$ cat src/rtl/inj_pkg.sv
package inj_pkg;

    localparam int unsigned WORD_W          = 32;
    localparam int unsigned MIN_FRAME_BYTES = 60;
    localparam int unsigned MIN_FRAME_WORDS = MIN_FRAME_BYTES / 4;
    localparam logic [1:0]  GAP_SIZE        = 2'd1;

    typedef enum logic [2:0] {
        ST_IDLE,
        ST_HDR,
        ST_PAY,
        ST_PAD,
        ST_EOF,
        ST_CRC,
        ST_WM
    } seq_state_e;

    typedef struct packed {
        logic              en;
        logic              ctrl;
        logic [WORD_W-1:0] data;
    } inj_write_t;

    // Control register image: bit0 start, bit1 end, 5:4 valid bytes, 9:8 gap
    function automatic logic [WORD_W-1:0] make_ctrl(input logic sof,
                                                    input logic eof,
                                                    input logic [1:0] vld);
        logic [WORD_W-1:0] w;
        w      = '0;
        w[0]   = sof;
        w[1]   = eof;
        w[5:4] = vld;
        w[9:8] = GAP_SIZE;
        return w;
    endfunction

    function automatic logic [1:0] vld_for_len(input logic [31:0] len);
        return (len < MIN_FRAME_BYTES) ? 2'd0 : len[1:0];
    endfunction

endpackage

$ cat src/rtl/inj_byte_packer.sv
module inj_byte_packer
    import inj_pkg::*;
(
    input  logic              clk,
    input  logic              rst,
    input  logic              take,
    input  logic [7:0]        byte_in,
    input  logic              last_in,
    output logic [WORD_W-1:0] word_out,
    output logic              word_done
);

    logic [1:0]      lane;
    logic [3:0][7:0] acc;
    logic [3:0][7:0] word_v;

    always_comb begin
        for (int k = 0; k < 4; k++) begin
            if (k < int'(lane))
                word_v[k] = acc[k];
            else if (k == int'(lane))
                word_v[k] = byte_in;
            else
                word_v[k] = 8'h00;
        end
    end

    assign word_out  = word_v;
    assign word_done = take && ((lane == 2'd3) || last_in);

    always_ff @(posedge clk) begin
        if (rst) begin
            lane <= 2'd0;
            acc  <= '0;
        end else if (take) begin
            if (word_done) begin
                lane <= 2'd0;
                acc  <= '0;
            end else begin
                acc[lane] <= byte_in;
                lane      <= lane + 2'd1;
            end
        end
    end

endmodule

$ cat src/rtl/inj_holdoff.sv
module inj_holdoff #(
    parameter int unsigned TIMEOUT_CYC = 12500
) (
    input  logic clk,
    input  logic rst,
    input  logic arm,
    input  logic wm_flag,
    output logic hold,
    output logic wm_clr
);

    localparam int unsigned CNT_W = (TIMEOUT_CYC > 1) ? $clog2(TIMEOUT_CYC) : 1;
    localparam logic [CNT_W-1:0] CNT_INIT = CNT_W'(TIMEOUT_CYC - 1);

    logic [CNT_W-1:0] cnt;

    always_ff @(posedge clk) begin
        if (rst) begin
            cnt    <= '0;
            hold   <= 1'b0;
            wm_clr <= 1'b0;
        end else begin
            wm_clr <= 1'b0;
            if (hold) begin
                if (cnt == '0) begin
                    hold   <= 1'b0;
                    wm_clr <= wm_flag;
                end else begin
                    cnt <= cnt - 1'b1;
                end
            end else if (arm) begin
                hold <= 1'b1;
                cnt  <= CNT_INIT;
            end
        end
    end

endmodule

$ cat src/rtl/inj_word_seq.sv
module inj_word_seq
    import inj_pkg::*;
#(
    parameter int unsigned HDR_WORDS  = 9,
    parameter int unsigned LEN_W      = 14,
    parameter int unsigned CLK_MHZ    = 250,
    parameter int unsigned TIMEOUT_US = 50
) (
    input  logic                    clk,
    input  logic                    rst,
    input  logic                    in_valid,
    output logic                    in_ready,
    input  logic [7:0]              in_data,
    input  logic                    in_first,
    input  logic                    in_last,
    input  logic [LEN_W-1:0]        in_len,
    input  logic [32*HDR_WORDS-1:0] hdr_in,
    input  logic                    q_ready,
    output logic                    busy,
    output logic                    wr_en,
    output logic                    wr_ctrl,
    output logic [31:0]             wr_data,
    input  logic                    wm_flag,
    output logic                    wm_clr
);

    localparam int unsigned TIMEOUT_CYC = CLK_MHZ * TIMEOUT_US;
    localparam int unsigned HIDX_W      = (HDR_WORDS > 1) ? $clog2(HDR_WORDS) : 1;
    localparam int unsigned WCNT_W      = LEN_W;
    localparam logic [HIDX_W-1:0] HIDX_LAST = HIDX_W'(HDR_WORDS - 1);
    localparam logic [WCNT_W-1:0] MIN_W     = WCNT_W'(MIN_FRAME_WORDS);

    seq_state_e  state;
    inj_write_t  wr_q;
    logic [HIDX_W-1:0]   hidx;
    logic [WCNT_W-1:0]   words;
    logic [WCNT_W-1:0]   words_nx;
    logic [LEN_W-1:0]    len_q;
    logic [HDR_WORDS-1:0][WORD_W-1:0] hdr_q;

    logic hold_active;
    logic start_ok;
    logic arm_hold;
    logic take;
    logic [WORD_W-1:0] pack_word;
    logic pack_done;

    assign start_ok = (state == ST_IDLE) && !hold_active && in_valid && in_first && q_ready;
    assign busy     = (state == ST_IDLE) && !hold_active && in_valid && in_first && !q_ready;
    assign in_ready = (state == ST_PAY);
    assign take     = in_ready && in_valid;
    assign arm_hold = (state == ST_WM) && wm_flag;
    assign words_nx = words + 1'b1;

    assign wr_en   = wr_q.en;
    assign wr_ctrl = wr_q.ctrl;
    assign wr_data = wr_q.data;

    // Header capture, one register per header word
    for (genvar g = 0; g < int'(HDR_WORDS); g++) begin : g_hdr
        always_ff @(posedge clk) begin
            if (rst)
                hdr_q[g] <= '0;
            else if (start_ok)
                hdr_q[g] <= hdr_in[g*32 +: 32];
        end
    end

    inj_byte_packer u_pack (
        .clk       (clk),
        .rst       (rst),
        .take      (take),
        .byte_in   (in_data),
        .last_in   (in_last),
        .word_out  (pack_word),
        .word_done (pack_done)
    );

    inj_holdoff #(
        .TIMEOUT_CYC (TIMEOUT_CYC)
    ) u_hold (
        .clk     (clk),
        .rst     (rst),
        .arm     (arm_hold),
        .wm_flag (wm_flag),
        .hold    (hold_active),
        .wm_clr  (wm_clr)
    );

    always_ff @(posedge clk) begin
        if (rst) begin
            state <= ST_IDLE;
            wr_q  <= '0;
            hidx  <= '0;
            words <= '0;
            len_q <= '0;
        end else begin
            wr_q <= '0;
            unique case (state)
                ST_IDLE: begin
                    if (start_ok) begin
                        len_q     <= in_len;
                        hidx      <= '0;
                        words     <= '0;
                        wr_q.en   <= 1'b1;
                        wr_q.ctrl <= 1'b1;
                        wr_q.data <= make_ctrl(1'b1, 1'b0, 2'd0);
                        state     <= ST_HDR;
                    end
                end
                ST_HDR: begin
                    wr_q.en   <= 1'b1;
                    wr_q.data <= hdr_q[hidx];
                    if (hidx == HIDX_LAST)
                        state <= ST_PAY;
                    else
                        hidx <= hidx + 1'b1;
                end
                ST_PAY: begin
                    if (pack_done) begin
                        wr_q.en   <= 1'b1;
                        wr_q.data <= pack_word;
                        words     <= words_nx;
                        if (in_last)
                            state <= (words_nx < MIN_W) ? ST_PAD : ST_EOF;
                    end
                end
                ST_PAD: begin
                    wr_q.en <= 1'b1;
                    words   <= words_nx;
                    if (words_nx >= MIN_W)
                        state <= ST_EOF;
                end
                ST_EOF: begin
                    wr_q.en   <= 1'b1;
                    wr_q.ctrl <= 1'b1;
                    wr_q.data <= make_ctrl(1'b0, 1'b1, vld_for_len(32'(len_q)));
                    state     <= ST_CRC;
                end
                ST_CRC: begin
                    wr_q.en <= 1'b1;
                    state   <= ST_WM;
                end
                ST_WM: begin
                    state <= ST_IDLE;
                end
                default: state <= ST_IDLE;
            endcase
        end
    end

endmodule

$ cat config.mk
export PLATFORM = sky130hd
export DESIGN_NAME = inj_word_seq
export DESIGN_NICKNAME = d
export VERILOG_FILES = /design/src/rtl/inj_pkg.sv /design/src/rtl/inj_byte_packer.sv /design/src/rtl/inj_holdoff.sv /design/src/rtl/inj_word_seq.sv
export SDC_FILE = /design/constraint.sdc
export NUM_CORES = 1
export LEC_CHECK = 0
export ABC_AREA = 1
export BUFFER_PORTS_ARGS = -buffer_cell sky130_fd_sc_hd__buf_2
export CORE_UTILIZATION = 40
export DETAILED_ROUTE_END_ITERATION = 10
export PLACE_DENSITY_LB_ADDON = 0.1
export SETUP_SLACK_MARGIN = 0.5
export SYNTH_ARGS = -nofsm -noshare
export SYNTH_HDL_FRONTEND = slang
export SYNTH_SLANG_ARGS = --single-unit
$ cat constraint.sdc
create_clock -name clk -period 2.58 [get_ports clk]
set_clock_uncertainty 0.05 [all_clocks]
set_input_delay 0.516 -clock clk [delete_from_list [all_inputs] [get_ports clk]]
set_output_delay 0.516 -clock clk [all_outputs]
set_load 0.05 [all_outputs]
==> metrics <==
status finished clean; Post-synth EDFFs 0; CTS H-tree lvls 2; sequential share of the synthesized area 0.458; Sw Ratio 0.358; Post-Syn Instances 2430; Horiz. Die Dim 211 um; final layout net count 3047; IO Count 354; Setup-failing EPs final 0; Worst setup SP type flip-flop; largest net degree at the start of global routing 128; Placement Rows 76; setup slack, reg-to-reg 580 ps; initial detailed-routing violation count 1612; Min-Delay Endpoint hdr_q[115]; via/cell ratio 5.29; Total Wirelength 64.5 mm; Flop pwr share 0.360; worst vdd ir 0.000505 V; Max Fclk 488 MHz; worst skew pair latency 580 ps; total of max-cap violations 0; Tot Pwr 20.0 mW; Hold Violations, Final 0; HPWL Detailed 46.3 mm; Worst Reg-to-Reg Cells 9; Post-Synth Adder-Cell Area 0.00645; fill count 4379; Hold Path Origin hdr_in[115]; detailed-route via count 17700; Starting Density 0.405; Worst EP required 2010 ps; placed cell count 3233; post-synth cell types 46; Tcrit/Tclk final 0.794; Clk network pwr share 0.328; layout cells sized above 1 0.208; crit path DAT 1480 ps; Logic pwr share 0.312; Net Switching 7.16 mW; Least-Margin Pin Slew 886 ps; minimum clock period 2050 ps; core footprint 43100 um^2; Multi-input gate area 8270 um^2; number of port buffers 353; hold path depth 3; main combinational cell family by area after synthesis compound AO/OA/AOI/OAI gates; simple-gate share of the synthesized area 0.215; critical path peak fanout 7; Post-Syn Nets 2756; GR Util All Layers 0.284; RSZ-0062 raised after global routing yes; Internal 12.9 mW; Final Util 0.503; DR WL/cell 19.3 um; Antenna Nets Post-Route 0; CTS tree built; Synth Area in XOR/XNOR 0.00301; Post-synth top flop dfxtp_1; Slew Viols, Final 0; height of the die 211 um; Sequential Area 8010 um^2; Max-slew headroom 0.403; Num Clock Sinks 399; FF-to-FF End words[3]; clk root buf clkbuf_16; worst min-delay path category in2reg; Post-Syn Area 17500 um^2; Ys Warns 0; Pwr per Cell Area 924 nW/um^2; async set-reset flop share out of synthesis 0; Remaining DRCs 0; mux contribution to synthesized area 0.00516; grt ovf 0; Area growth syn-to-layout 24.2%; critical path type reg2out; DIE AREA 44500 um^2; vias in the first global route 16500; setup TNS 0 ps; Reg clk slew, reported paths 60 ps; syn_area_per_cell 7.18 um^2; cts bufs inserted 46; GP Congestion 0.908; drt first pass iters 5; global-route wire length before repair 96.6 mm; antenna violations before repair 15; clk buf depth 3; Worst Setup End Kind output pin; Non-Filler Instances 3344; RR Startpoint u_pack.lane[1]; Leakage 8.64 nW; Synth Register Bits 399; post-synthesis compound-gate area fraction 0.237
per-layer routing:
layer / share of wire / GRT usage
met5: 0.0014 / 0
met4: 0.035 / 0.114
met3: 0.062 / 0.0449
met2: 0.47 / 0.464
met1: 0.43 / 0.374
synth_stat cells, types with 10 or more instances:
cell type,count,area (um^2)
a21oi_1,185,926
buf_2,51,255
buf_4,10,75.1
clkbuf_1,112,420
dfxtp_1,399,7990
inv_1,126,473
nand2_1,154,578
nand3_1,95,475
nand4_1,10,62.6
nor2_1,622,2330
o211ai_1,34,255
o21ai_0,483,2420
o221ai_1,29,254
o22ai_1,10,62.6
layout make-up:
cell class,count,area share
Antenna cell,3,0.000346
Clock buffer,66,0.0635
Clock inverter,17,0.00658
Timing Repair Buffer,425,0.119
Sequential cell,399,0.369
Tap cell,585,0.0338
Timing Repair inverter,1,0.000404
Inverter,135,0.0252
Multi-Input combinational cell,1713,0.381
repair_timing:
item	CTS	global route
setup buffers	2	19
resized for setup	27	26
setup endpoints to repair	270	220
hold buffers	0	0
pin swaps	1	8
cloned	1	3
metrics by stage:
| step | hold WS (ps) | setup slack (ps) | cell area (um^2) |
|---|---|---|---|
| finish | 135 | 530 | 21700 |
| global route | 126 | 449 | 21700 |
| CTS | 106 | 367 | 21400 |
| detailed placement | 388 | 344 | 19800 |
| global placement | 382 | 342 | 19800 |
| floorplan | 374 | 576 | 17500 |
cell usage in the layout (no fill, tap or decap), types with 5 or more instances in the layout:
cell | synthesis | final
clkbuf_8 | 0 | 13
clkinv_2 | 0 | 14
o221ai_1 | 29 | 24
nor3_1 | 9 | 8
nor2_2 | 4 | 7
clkbuf_1 | 112 | 6
mux2_2 | 8 | 8
buf_2 | 51 | 351
ha_1 | 9 | 8
buf_4 | 10 | 52
nand4_1 | 10 | 10
nor2_4 | 5 | 6
nand3_1 | 95 | 92
o21ai_0 | 483 | 479
nor2_1 | 622 | 619
o22ai_1 | 10 | 10
buf_12 | 0 | 14
inv_1 | 126 | 122
o211ai_1 | 34 | 34
xor2_1 | 6 | 6
dfxtp_1 | 399 | 391
a31oi_1 | 6 | 6
o21ai_1 | 8 | 10
a21oi_1 | 185 | 185
clkbuf_16 | 0 | 48
nand2_4 | 6 | 5
o221ai_2 | 0 | 5
nand2_1 | 154 | 151
power groups by stage:
| stage | clock, mW | sequential (mW) | combinational [mW] |
|---|---|---|---|
| detailed placement | 0 | 7.33 | 5.69 |
| global route | 6.93 | 7.27 | 6.89 |
| CTS | 6.70 | 7.23 | 5.84 |
| finish | 6.57 | 7.20 | 6.25 |
| floorplan | 0 | 7.30 | 3.61 |
| global placement | 0 | 7.33 | 5.67 |
worst max-delay path: stages (launching register included):
cell	delay (ps)
dfxtp_4	400
inv_4	50
nor2_4	130
nand2_4	90
clkinvlp_4	100
buf_8	140
how the worst max path moves through the flow:
stage / start / end / cells after the start
floorplan: u_pack.lane[1] / u_pack.acc[7] / 8
global placement: u_pack.lane[1] / wr_data[14] / 7
detailed placement: u_pack.lane[1] / wr_data[14] / 7
CTS: state[1] / in_ready / 5
global route: state[1] / busy / 4
finish: state[1] / in_ready / 5
cell families after synthesis:
logic type,count (synthesis)
fa+ha+maj,9
simple gates,917
compound gates,772
xor+xnor,6
buf+inv,319
mux,8
flops,399
flip-flops by register name (all words and copies together), names as in the netlist:
signal	count
hdr_q	288
hidx	4
len_q	14
state	3
u_hold.cnt	14
u_hold.hold	1
u_hold.wm_clr	1
u_pack.acc	24
u_pack.lane	2
words	14
wr_ctrl	1
wr_data	32
wr_en	1
Power figures use the tool's default switching activity.
